===== src/rtl/wd_pkg.sv =====
package wd_pkg;
   typedef enum logic [1:0] {
      TMR_HOLD = 2'd0,
      TMR_LOAD = 2'd1,
      TMR_STOP = 2'd2
   } tmr_cmd_e;

   function automatic int unsigned ceil_div(input int unsigned num, input int unsigned den);
      return (num + den - 1) / den;
   endfunction
endpackage


===== src/rtl/wd_occupancy.sv =====
module wd_occupancy
   import wd_pkg::*;
#(
   parameter int CNT_W = 6
) (
   input  logic             clk,
   input  logic             rst_n,
   input  logic             enq_i,
   input  logic             deq_i,
   input  logic             flush_i,
   output logic [CNT_W-1:0] cnt_o,
   output tmr_cmd_e         cmd_o,
   output logic             unf_o
);
   localparam logic [CNT_W-1:0] CNT_MAX = '1;
   localparam logic [CNT_W-1:0] CNT_ONE = CNT_W'(1);

   generate
      if (CNT_W < 1 || CNT_W > 30) begin : g_bad_cnt_w
         $error("wd_occupancy: CNT_W out of range");
      end
   endgenerate

   logic [CNT_W-1:0] cnt_q, cnt_d;
   logic             unf_q, unf_d;

   always_comb begin
      cnt_d = cnt_q;
      unf_d = unf_q;
      cmd_o = TMR_HOLD;
      if (flush_i) begin
         cnt_d = '0;
         cmd_o = TMR_STOP;
      end else if (enq_i && deq_i) begin
         if (cnt_q != '0) cmd_o = TMR_LOAD;
      end else if (enq_i) begin
         if (cnt_q == '0) begin
            cnt_d = CNT_ONE;
            cmd_o = TMR_LOAD;
         end else if (cnt_q != CNT_MAX) begin
            cnt_d = cnt_q + CNT_ONE;
         end
      end else if (deq_i) begin
         if (cnt_q == '0) begin
            unf_d = 1'b1;
         end else begin
            cnt_d = cnt_q - CNT_ONE;
            cmd_o = (cnt_q == CNT_ONE) ? TMR_STOP : TMR_LOAD;
         end
      end
   end

   always_ff @(posedge clk) begin
      if (!rst_n) begin
         cnt_q <= '0;
         unf_q <= 1'b0;
      end else begin
         cnt_q <= cnt_d;
         unf_q <= unf_d;
      end
   end

   assign cnt_o = cnt_q;
   assign unf_o = unf_q;

   a_r7_flush_empties: assert property (@(posedge clk) disable iff (!rst_n)
      flush_i |=> (cnt_q == '0));
   a_r9_underflow_sticky: assert property (@(posedge clk) disable iff (!rst_n)
      unf_q |=> unf_q);
   a_r8_no_wrap: assert property (@(posedge clk) disable iff (!rst_n)
      (cnt_q == CNT_MAX && enq_i && !deq_i && !flush_i) |=> (cnt_q == CNT_MAX));
   a_r6_step_bounded: assert property (@(posedge clk) disable iff (!rst_n)
      !flush_i |=> (int'(cnt_q) == int'($past(cnt_q)) ||
                    int'(cnt_q) == int'($past(cnt_q)) + 1 ||
                    int'(cnt_q) + 1 == int'($past(cnt_q))));
endmodule


===== src/rtl/wd_interval_sel.sv =====
module wd_interval_sel #(
   parameter int          IVL_W     = 20,
   parameter bit          FIXED_IVL = 1'b0,
   parameter int unsigned TICK_HZ   = 1010
) (
   input  logic [IVL_W-1:0] ivl_i,
   output logic [IVL_W-1:0] load_o
);
   localparam int unsigned NOMINAL = wd_pkg::ceil_div(TICK_HZ, 20);

   generate
      if (IVL_W < 2 || IVL_W > 30) begin : g_bad_ivl_w
         $error("wd_interval_sel: IVL_W out of range");
      end
      if (NOMINAL < 1 || NOMINAL >= (1 << IVL_W)) begin : g_bad_nominal
         $error("wd_interval_sel: nominal interval does not fit IVL_W");
      end

      if (FIXED_IVL) begin : g_fixed
         logic ivl_unused;
         assign ivl_unused = ^ivl_i;
         assign load_o     = IVL_W'(NOMINAL);
      end else begin : g_port
         assign load_o = (ivl_i == '0) ? IVL_W'(1) : ivl_i;
      end
   endgenerate
endmodule


===== src/rtl/wd_countdown.sv =====
module wd_countdown
   import wd_pkg::*;
#(
   parameter int IVL_W = 20
) (
   input  logic             clk,
   input  logic             rst_n,
   input  tmr_cmd_e         cmd_i,
   input  logic [IVL_W-1:0] load_i,
   output logic             armed_o,
   output logic             expire_o
);
   localparam logic [IVL_W-1:0] REM_ONE = IVL_W'(1);

   logic [IVL_W-1:0] rem_q;
   logic             armed_q;

   always_ff @(posedge clk) begin
      if (!rst_n) begin
         armed_q <= 1'b0;
         rem_q   <= '0;
      end else begin
         unique case (cmd_i)
            TMR_LOAD: begin
               armed_q <= 1'b1;
               rem_q   <= load_i;
            end
            TMR_STOP: begin
               armed_q <= 1'b0;
               rem_q   <= '0;
            end
            default: begin
               if (armed_q) begin
                  if (rem_q == REM_ONE) begin
                     armed_q <= 1'b0;
                     rem_q   <= '0;
                  end else begin
                     rem_q <= rem_q - REM_ONE;
                  end
               end
            end
         endcase
      end
   end

   assign armed_o  = armed_q;
   assign expire_o = (cmd_i == TMR_HOLD) && armed_q && (rem_q == REM_ONE);

   a_r2_load_full: assert property (@(posedge clk) disable iff (!rst_n)
      (cmd_i == TMR_LOAD) |=> (armed_q && rem_q == $past(load_i)));
   a_r5_stop_disarms: assert property (@(posedge clk) disable iff (!rst_n)
      (cmd_i == TMR_STOP) |=> !armed_q);
   a_r11_rem_nonzero: assert property (@(posedge clk) disable iff (!rst_n)
      armed_q |-> (rem_q != '0));
endmodule


===== src/rtl/flag_req_watchdog.sv =====
module flag_req_watchdog
   import wd_pkg::*;
#(
   parameter int          CNT_W     = 6,
   parameter int          IVL_W     = 20,
   parameter bit          FIXED_IVL = 1'b0,
   parameter int unsigned TICK_HZ   = 1010
) (
   input  logic             clk,
   input  logic             rst_n,
   input  logic             enq_i,
   input  logic             deq_i,
   input  logic             flush_i,
   input  logic [IVL_W-1:0] interval_i,
   output logic [CNT_W-1:0] count_o,
   output logic             armed_o,
   output logic             timeout_o,
   output logic             underflow_o
);
   tmr_cmd_e         tmr_cmd;
   logic [IVL_W-1:0] load_val;
   logic             expire;
   logic             timeout_q;

   wd_occupancy #(.CNT_W(CNT_W)) u_occ (
      .clk     (clk),
      .rst_n   (rst_n),
      .enq_i   (enq_i),
      .deq_i   (deq_i),
      .flush_i (flush_i),
      .cnt_o   (count_o),
      .cmd_o   (tmr_cmd),
      .unf_o   (underflow_o)
   );

   wd_interval_sel #(.IVL_W(IVL_W), .FIXED_IVL(FIXED_IVL), .TICK_HZ(TICK_HZ)) u_ivl (
      .ivl_i  (interval_i),
      .load_o (load_val)
   );

   wd_countdown #(.IVL_W(IVL_W)) u_cd (
      .clk      (clk),
      .rst_n    (rst_n),
      .cmd_i    (tmr_cmd),
      .load_i   (load_val),
      .armed_o  (armed_o),
      .expire_o (expire)
   );

   always_ff @(posedge clk) begin
      if (!rst_n) timeout_q <= 1'b0;
      else        timeout_q <= expire && (count_o != '0);
   end

   assign timeout_o = timeout_q;

   a_r10_armed_has_work: assert property (@(posedge clk) disable iff (!rst_n)
      armed_o |-> (count_o != '0));
   a_r2_single_pulse: assert property (@(posedge clk) disable iff (!rst_n)
      timeout_o |=> !timeout_o);
   a_r10_pulse_leaves_idle: assert property (@(posedge clk) disable iff (!rst_n)
      timeout_o |-> !armed_o);
   a_r7_flush_quiets: assert property (@(posedge clk) disable iff (!rst_n)
      flush_i |=> (!armed_o && !timeout_o && count_o == '0));
endmodule


===== config.mk =====
export PLATFORM = sky130hd
export DESIGN_NAME = flag_req_watchdog
export DESIGN_NICKNAME = d
export VERILOG_FILES = /design/src/rtl/wd_pkg.sv /design/src/rtl/wd_occupancy.sv /design/src/rtl/wd_interval_sel.sv /design/src/rtl/wd_countdown.sv /design/src/rtl/flag_req_watchdog.sv
export SDC_FILE = /design/constraint.sdc
export NUM_CORES = 1
export LEC_CHECK = 0
export CAP_MARGIN = 20
export CORE_MARGIN = 2
export CORE_UTILIZATION = 57
export DETAILED_ROUTE_END_ITERATION = 6
export DONT_BUFFER_PORTS = 1
export PLACE_DENSITY = 0.72
export SYNTH_ARGS = -nofsm -noshare
export SYNTH_HDL_FRONTEND = slang
export SYNTH_SLANG_ARGS = --single-unit

===== constraint.sdc =====
create_clock -name clk -period 2.71 [get_ports clk]
set_input_delay 0.6775 -clock clk [delete_from_list [all_inputs] [get_ports clk]]
set_output_delay 0.6775 -clock clk [all_outputs]
set_load 0.005 [all_outputs]

Yosys cells after proc, flatten, opt, wreduce, memory -nomap -nowiden
Cells that the tools add are included.
W data, S select, Z words.

storage, ports and cells
  bits in registers = 29
  logic and storage cells = 52
  output and inout bits = 9
  bits of input ports = 25

operators by class
  eq/ne operators = 7
  bitwise logic cells = 4
  mux-type cells = 20
  reduce and logical (&&, ||, !) cells = 13
  $add $sub $neg = 3

operators with widths
  cell                     number
  $mux W20                 3
  $pmux W20 S2             1
  $mux W6                  5
  $eq A20 B1 Y1 const B    1
  $logic_not A20 Y1        1
  $sub A20 B1 Y20 const B  1
  $mux W2                  6
  $add A6 B1 Y6 const B    1
  $eq A6 B1 Y1 const B     1
  $logic_not A6 Y1         1
  $ne A6 B6 Y1 const B     1
  $reduce_bool A6 Y1       1
  $sub A6 B1 Y6 const B    1
  $reduce_and A5 Y1        1
  $logic_and A1 B1 Y1      4
  $mux W1                  4
  $not A1 Y1               4
  $reduce_and A4 Y1        1
  $ne A3 B1 Y1 const B     1
  $reduce_bool A3 Y1       1
  $eq A2 B1 Y1 const B     1
  $eq A2 B2 Y1 const B     1
  $logic_not A2 Y1         1
  $ne A2 B2 Y1 const B     1
  other kinds (3)          3

Longest topological paths before layout
  word-level depth = 11
  depth in mapped cells = 13
  mapped depth without buffers = 11

Modules after synthesis
From an unflattened synthesis, not the netlist that was laid out.

unflattened totals
  cell total of the unflattened synthesis = 291
  area total of the unflattened synthesis = 2298.5 µm²

modules (own cells, without submodules)
  module             cells each  times used  seq. area each (µm²)  area an instance (µm²)
  wd_countdown       179         1           420.4                 1426.4
  wd_occupancy       83          1           140.1                 688.2
  wd_interval_sel    26          1           0.0                   146.4
  flag_req_watchdog  3           1           20.0                  37.5

Worst setup path after synthesis
No wires, ideal clock.

  kind = input -> register
  start = input enq_i
  end = register u_cd.rem_q[14]
  arrival = 2.681 ns
  slack = -0.030 ns
  stages on the path = 12
  path buffers = 2
  required time = 2.651 ns
  setup time = 0.059 ns
  cell sequence = buf_2 > inv_1 > nand2_1 > or2_2 > nor2_1 > a41oi_1 > ha_1 > nor2_2 > clkbuf_1 > a22oi_1 > o21ai_1 > and2_1

on the way
  cells in the longest elaborated chain, start to end = 5
  elaborated cells on any way between the ends = 8
  classes of those cells = eq/ne: 2; mux: 4; reduce/logical: 2

ends and longest elaborated chain
  item                                                       RTL line                                RTL
  from (decl)                                                flag_req_watchdog.sv:11                 input logic enq_i,
  $mux W2 / $logic_and A1 B1 Y1 (equally long branches)      wd_occupancy.sv:36, wd_occupancy.sv:34
  $mux W2 *                                                  wd_occupancy.sv:34                      end else if (enq_i && deq_i) begin
  $mux W2 *                                                  wd_occupancy.sv:31                      if (flush_i) begin
  $eq A2 B2 Y1 / $eq A2 B1 Y1 (equally long branches)        wd_countdown.sv:23                      unique case (cmd_i)
  $pmux W20 S2 / $reduce_bool A3 Y1 (equally long branches)  n/a
  to (signal assigned)                                       wd_countdown.sv:26                      rem_q <= load_i;
  to (signal assigned)                                       wd_countdown.sv:38                      rem_q <= rem_q - REM_ONE;
  to (decl)                                                  wd_countdown.sv:15                      logic [IVL_W-1:0] rem_q;

Every way passes the cells marked *; elsewhere a longest branch is shown, timed or not.
A chain may end at the register's enable or synchronous reset.

Worst setup path in the final report
  start = register u_occ.cnt_q[0] (netlist: u_occ.cnt_o[0])
  end = register u_cd.rem_q[10]

on the way
  cells in the longest elaborated chain, start to end = 9
  elaborated cells on any way between the ends = 15
  classes of those cells = eq/ne: 3; mux: 9; reduce/logical: 3

ends and longest elaborated chain
  item                                                       RTL line            RTL
  from (decl)                                                wd_occupancy.sv:24  logic [CNT_W-1:0] cnt_q, cnt_d;
  from (signal assigned)                                     wd_occupancy.sv:58  cnt_q <= cnt_d;
  $eq A6 B1 Y1                                               wd_occupancy.sv:48  cmd_o = (cnt_q == CNT_ONE) ? TMR_STOP : TMR_LOAD;
  $mux W2                                                    wd_occupancy.sv:48
  $mux W2                                                    wd_occupancy.sv:44  if (cnt_q == '0) begin
  $mux W2                                                    wd_occupancy.sv:43  end else if (deq_i) begin
  $mux W2                                                    wd_occupancy.sv:36  end else if (enq_i) begin
  $mux W2 *                                                  wd_occupancy.sv:34
  $mux W2 *                                                  wd_occupancy.sv:31
  $eq A2 B2 Y1 / $eq A2 B1 Y1 (equally long branches)        wd_countdown.sv:23
  $pmux W20 S2 / $reduce_bool A3 Y1 (equally long branches)  n/a

Marks and branches as above.

==> flow_summary.json <==
{
  "result_of_the_run": "complete, no violations",
  "drv_slew": 0,
  "die_width_um": 64.5,
  "power.density_nw_per_um2": 590,
  "max_slew_margin_pct": 58.0,
  "die_area_um2": 4170,
  "largest_family_of_logic_cells_by_synthesized_area": "simple AND/OR/NAND/NOR gates",
  "grt_usage_pct": 30.4,
  "timing.clock.skew_ns": 0.00932,
  "min_period_ns": 2.55,
  "place_ws_ns": -0.00563,
  "viasPerCell": 6.67,
  "grt_max_degree": 32,
  "synthesis.nets": 298,
  "critPathMaxStageDelay_ns": 0.35,
  "total_leakage_power_nw": 0.925,
  "routed_wirelength_um": 5740,
  "syn-cell-area_um2": 2090,
  "via_count": 2194,
  "tns_ns": 0,
  "synth_flop_cell": "sky130_fd_sc_hd__dfxtp_1",
  "finish.net_count": 316,
  "floorplan.die.height_um": 64.5,
  "worstPathMaxFanout": 6,
  "initial_utilization_pct": 61.2,
  "max_freq_ghz": 0.393,
  "synth_adder_area_share_pct": 5.39,
  "n_fill_cell": 307,
  "synthesis.instances": 264,
  "whs_ns": 0.452,
  "worstPathCellList": "inv_1 > ha_2 > nand3_1 > or3_1 > a21o_1 > ha_1 > buf_4 > o21bai_4 > buf_4 > o31ai_1 > o21a_1",
  "grt_first_pass_wirelength_um": 9760,
  "synth_warnings": 0,
  "edff_count_synth": 0,
  "synthesized_area_divided_by_synthesized_cell_count_um2": 7.91,
  "synth-seq-area-share_pct": 27.8,
  "clock_path_buffers": 2,
  "grt_setup_unrepaired": "no",
  "finish.utilization_pct": 68.2,
  "power.internal_mw": 0.833,
  "fraction_of_layout_instances_using_a_drive_strength_above_1_pct": 14.8,
  "hold_violations": 0,
  "synth.area.mux_share_pct": 4.43,
  "tightestPinTransition_ns": 0.628,
  "post_cts.resized_instances": 0,
  "peakVddDrop_v": 0.000442,
  "timing.max_cap.violations": 0,
  "data_required_time_of_the_worst_path_ns": 3.00,
  "layout_stage_area_growth_over_the_synthesis_result_pct": 11.5,
  "drt_pre_antenna_iters": 5,
  "clk_root_buffer_cell": "sky130_fd_sc_hd__clkbuf_4",
  "library_cell_appearing_most_often_on_the_critical_path": "sky130_fd_sc_hd__buf_4",
  "worst_endpoint_data_arrival_time_ns": 2.83,
  "synth_unique_cells": 58,
  "power.net_switching_mw": 0.542,
  "ant_nets": 0,
  "grt_antenna_before_repair": 0,
  "first_global_vias": 1971,
  "worstSetupPathType": "flip-flop to flip-flop",
  "timing.final.ws_setup_ns": 0.165,
  "period_share_pct": 93.9,
  "switching_part_of_the_total_power_pct": 39.4,
  "pin_count": 34,
  "synth_simple_gate_area_share_pct": 30.4,
  "worst_hold_path_type": "input pin to flip-flop",
  "htreeDepth": 2,
  "critPathLaunchType": "flip-flop",
  "place.detailed.hpwl_um": 4200,
  "cts_hold_repair.buffers": 0,
  "number_of_buffers_added_on_ports": 0,
  "cts_buffer_count": 5,
  "routedWlPerCell_um": 17.4,
  "clock_power_share_pct": 18.4,
  "synth.ff_latch_count": 29,
  "remaining_drc_errors": 0,
  "synthArstFlopShare_pct": 0,
  "floorplan.core_area_um2": 3420,
  "clock_latency_ns": 0.34,
  "end_kind": "flip-flop",
  "antennaDiodeCount": 0,
  "clock_tree_from_tritoncts": "built",
  "gp_routability_congestion": 0.925,
  "yosys.area_share.xor_xnor_pct": 0.838,
  "clock-sinks": 29,
  "cts_post_setup_buffers_inserted": 0,
  "grt_overflow_total": 0,
  "layout.area.seq_um2": 581,
  "setup-violations-final": 0,
  "power_frac_comb_pct": 44.2,
  "synth_compound_gate_area_share_pct": 26.3,
  "slowest_stage": "sky130_fd_sc_hd__or3_1",
  "floorplan.rows": 21,
  "path_clk_slew_ns": 0.09,
  "p_seq_share_pct": 37.3,
  "multi_input_area_um2": 1410,
  "drt_iter0_markers": 235
}
routing by layer:
layer | share of wire, % | global-route usage (%)
met4 | 1.6 | 9.04
met2 | 41 | 40.6
met5 | 0 | 0
met3 | 13 | 11.3
met1 | 44 | 44.8
cells in the mapped netlist (all sizes together), types with 3 or more instances:
master	instances	area (um2)
nand3	13	65.1
nand4	7	43.8
buf	5	31.3
nor4	10	68.8
nor2b	4	25.0
a21oi	11	55.1
nor3	7	35.0
a22oi	6	45.0
o21ai	17	85.1
or3	3	18.8
nor4b	4	47.6
o21a	6	45.0
and3	5	31.3
inv	10	37.5
nor2	22	85.1
mux2i	7	70.1
o211ai	3	22.5
ha	9	113
nand2	20	75.1
dfxtp	29	581
a22o	5	43.8
or4	4	30.0
a21boi	4	30.0
clkbuf	8	30.0
and2	8	50.1
area by class of cell:
class / instances / share of cell area (%)
inverter: 11 / 1.77
clock buffer: 8 / 2.09
tap: 46 / 2.47
multi-input combinational: 211 / 60.5
timing repair buffer: 24 / 8.27
sequential: 29 / 24.9
stage by stage:
step,std cells,power [mW],instance area [um2]
floorplan,264,0.952,2090
global placement,321,1.11,2280
detailed placement,321,1.11,2280
CTS,329,1.37,2330
global route,329,1.48,2330
finish,329,1.38,2330
state kept, by name, summed over array words and instances, names as in the netlist:
| register | flops |
|---|---|
| timeout_o | 1 |
| u_cd.rem_q | 20 |
| u_cd.armed_o | 1 |
| u_occ.unf_o | 1 |
| u_occ.cnt_o | 6 |
cell usage in the layout (no fill, tap or decap), drive strengths merged, types with 2 or more instances in the layout:
cell type | netlist | final
o311a | 2 | 2
ha | 9 | 9
nor2b | 4 | 4
nor2 | 22 | 22
a21oi | 11 | 11
buf | 5 | 24
nand4 | 7 | 7
and2 | 8 | 8
a22oi | 6 | 6
mux2 | 2 | 2
nor4b | 4 | 4
a21o | 2 | 2
a22o | 5 | 5
or3 | 3 | 3
or4 | 4 | 4
o2111ai | 2 | 2
a211o | 2 | 2
mux2i | 7 | 7
o21ai | 17 | 17
inv | 10 | 10
and4 | 2 | 2
clkbuf | 8 | 8
o211ai | 3 | 3
nand2b | 2 | 2
and3 | 5 | 5
a31oi | 2 | 2
nand3b | 2 | 2
o31ai | 2 | 2
dfxtp | 29 | 29
nand2 | 20 | 20
nor4 | 10 | 10
nand3 | 13 | 13
o21a | 6 | 6
a21boi | 4 | 4
a311oi | 2 | 2
nor3 | 7 | 7
worst max-delay path, delay by kind of cell, from the launching register on:
kind,cells,cell delay [ns]
AO/OA/AOI/OAI,4,0.76
adder cells (fa/ha/maj),2,0.53
buffers and inverters,3,0.43
flip-flops,1,0.32
AND/OR/NAND/NOR,2,0.47
path summary, 6_finish.rpt:
| kind | cells past startpoint | slack [ns] | end | from |
|---|---|---|---|---|
| worst min register to register | 1 | 0.50 | u_occ.unf_o | u_occ.unf_o |
| worst min-delay path | 2 | 0.45 | u_cd.rem_q[19] | rst_n |
| worst max-delay path | 11 | 0.16 | u_cd.rem_q[10] | u_occ.cnt_o[0] |
| worst max register to register | 11 | 0.16 | u_cd.rem_q[10] | u_occ.cnt_o[0] |
kinds of logic (layout without fill, tap and decap cells):
| logic type | count (synthesis) | after routing |
|---|---|---|
| xor gates and xnor gates | 2 | 2 |
| and+or+nand+nor | 114 | 114 |
| DFF | 29 | 29 |
| muxes | 9 | 9 |
| AOI/OAI and AO/OA | 77 | 77 |
| adders and majority gates | 9 | 9 |
| buffers and inverters | 24 | 43 |
power groups by stage:
stage | sequential (mW) | combinational (mW) | clock, mW
6_report | 0.513 | 0.608 | 0.253
5_1_grt | 0.518 | 0.672 | 0.286
4_1_cts | 0.511 | 0.596 | 0.263
3_5_place_dp | 0.520 | 0.591 | 0
3_3_place_gp | 0.521 | 0.590 | 0
2_1_floorplan | 0.513 | 0.439 | 0
Note: power is estimated with default switching activity, not from simulation.
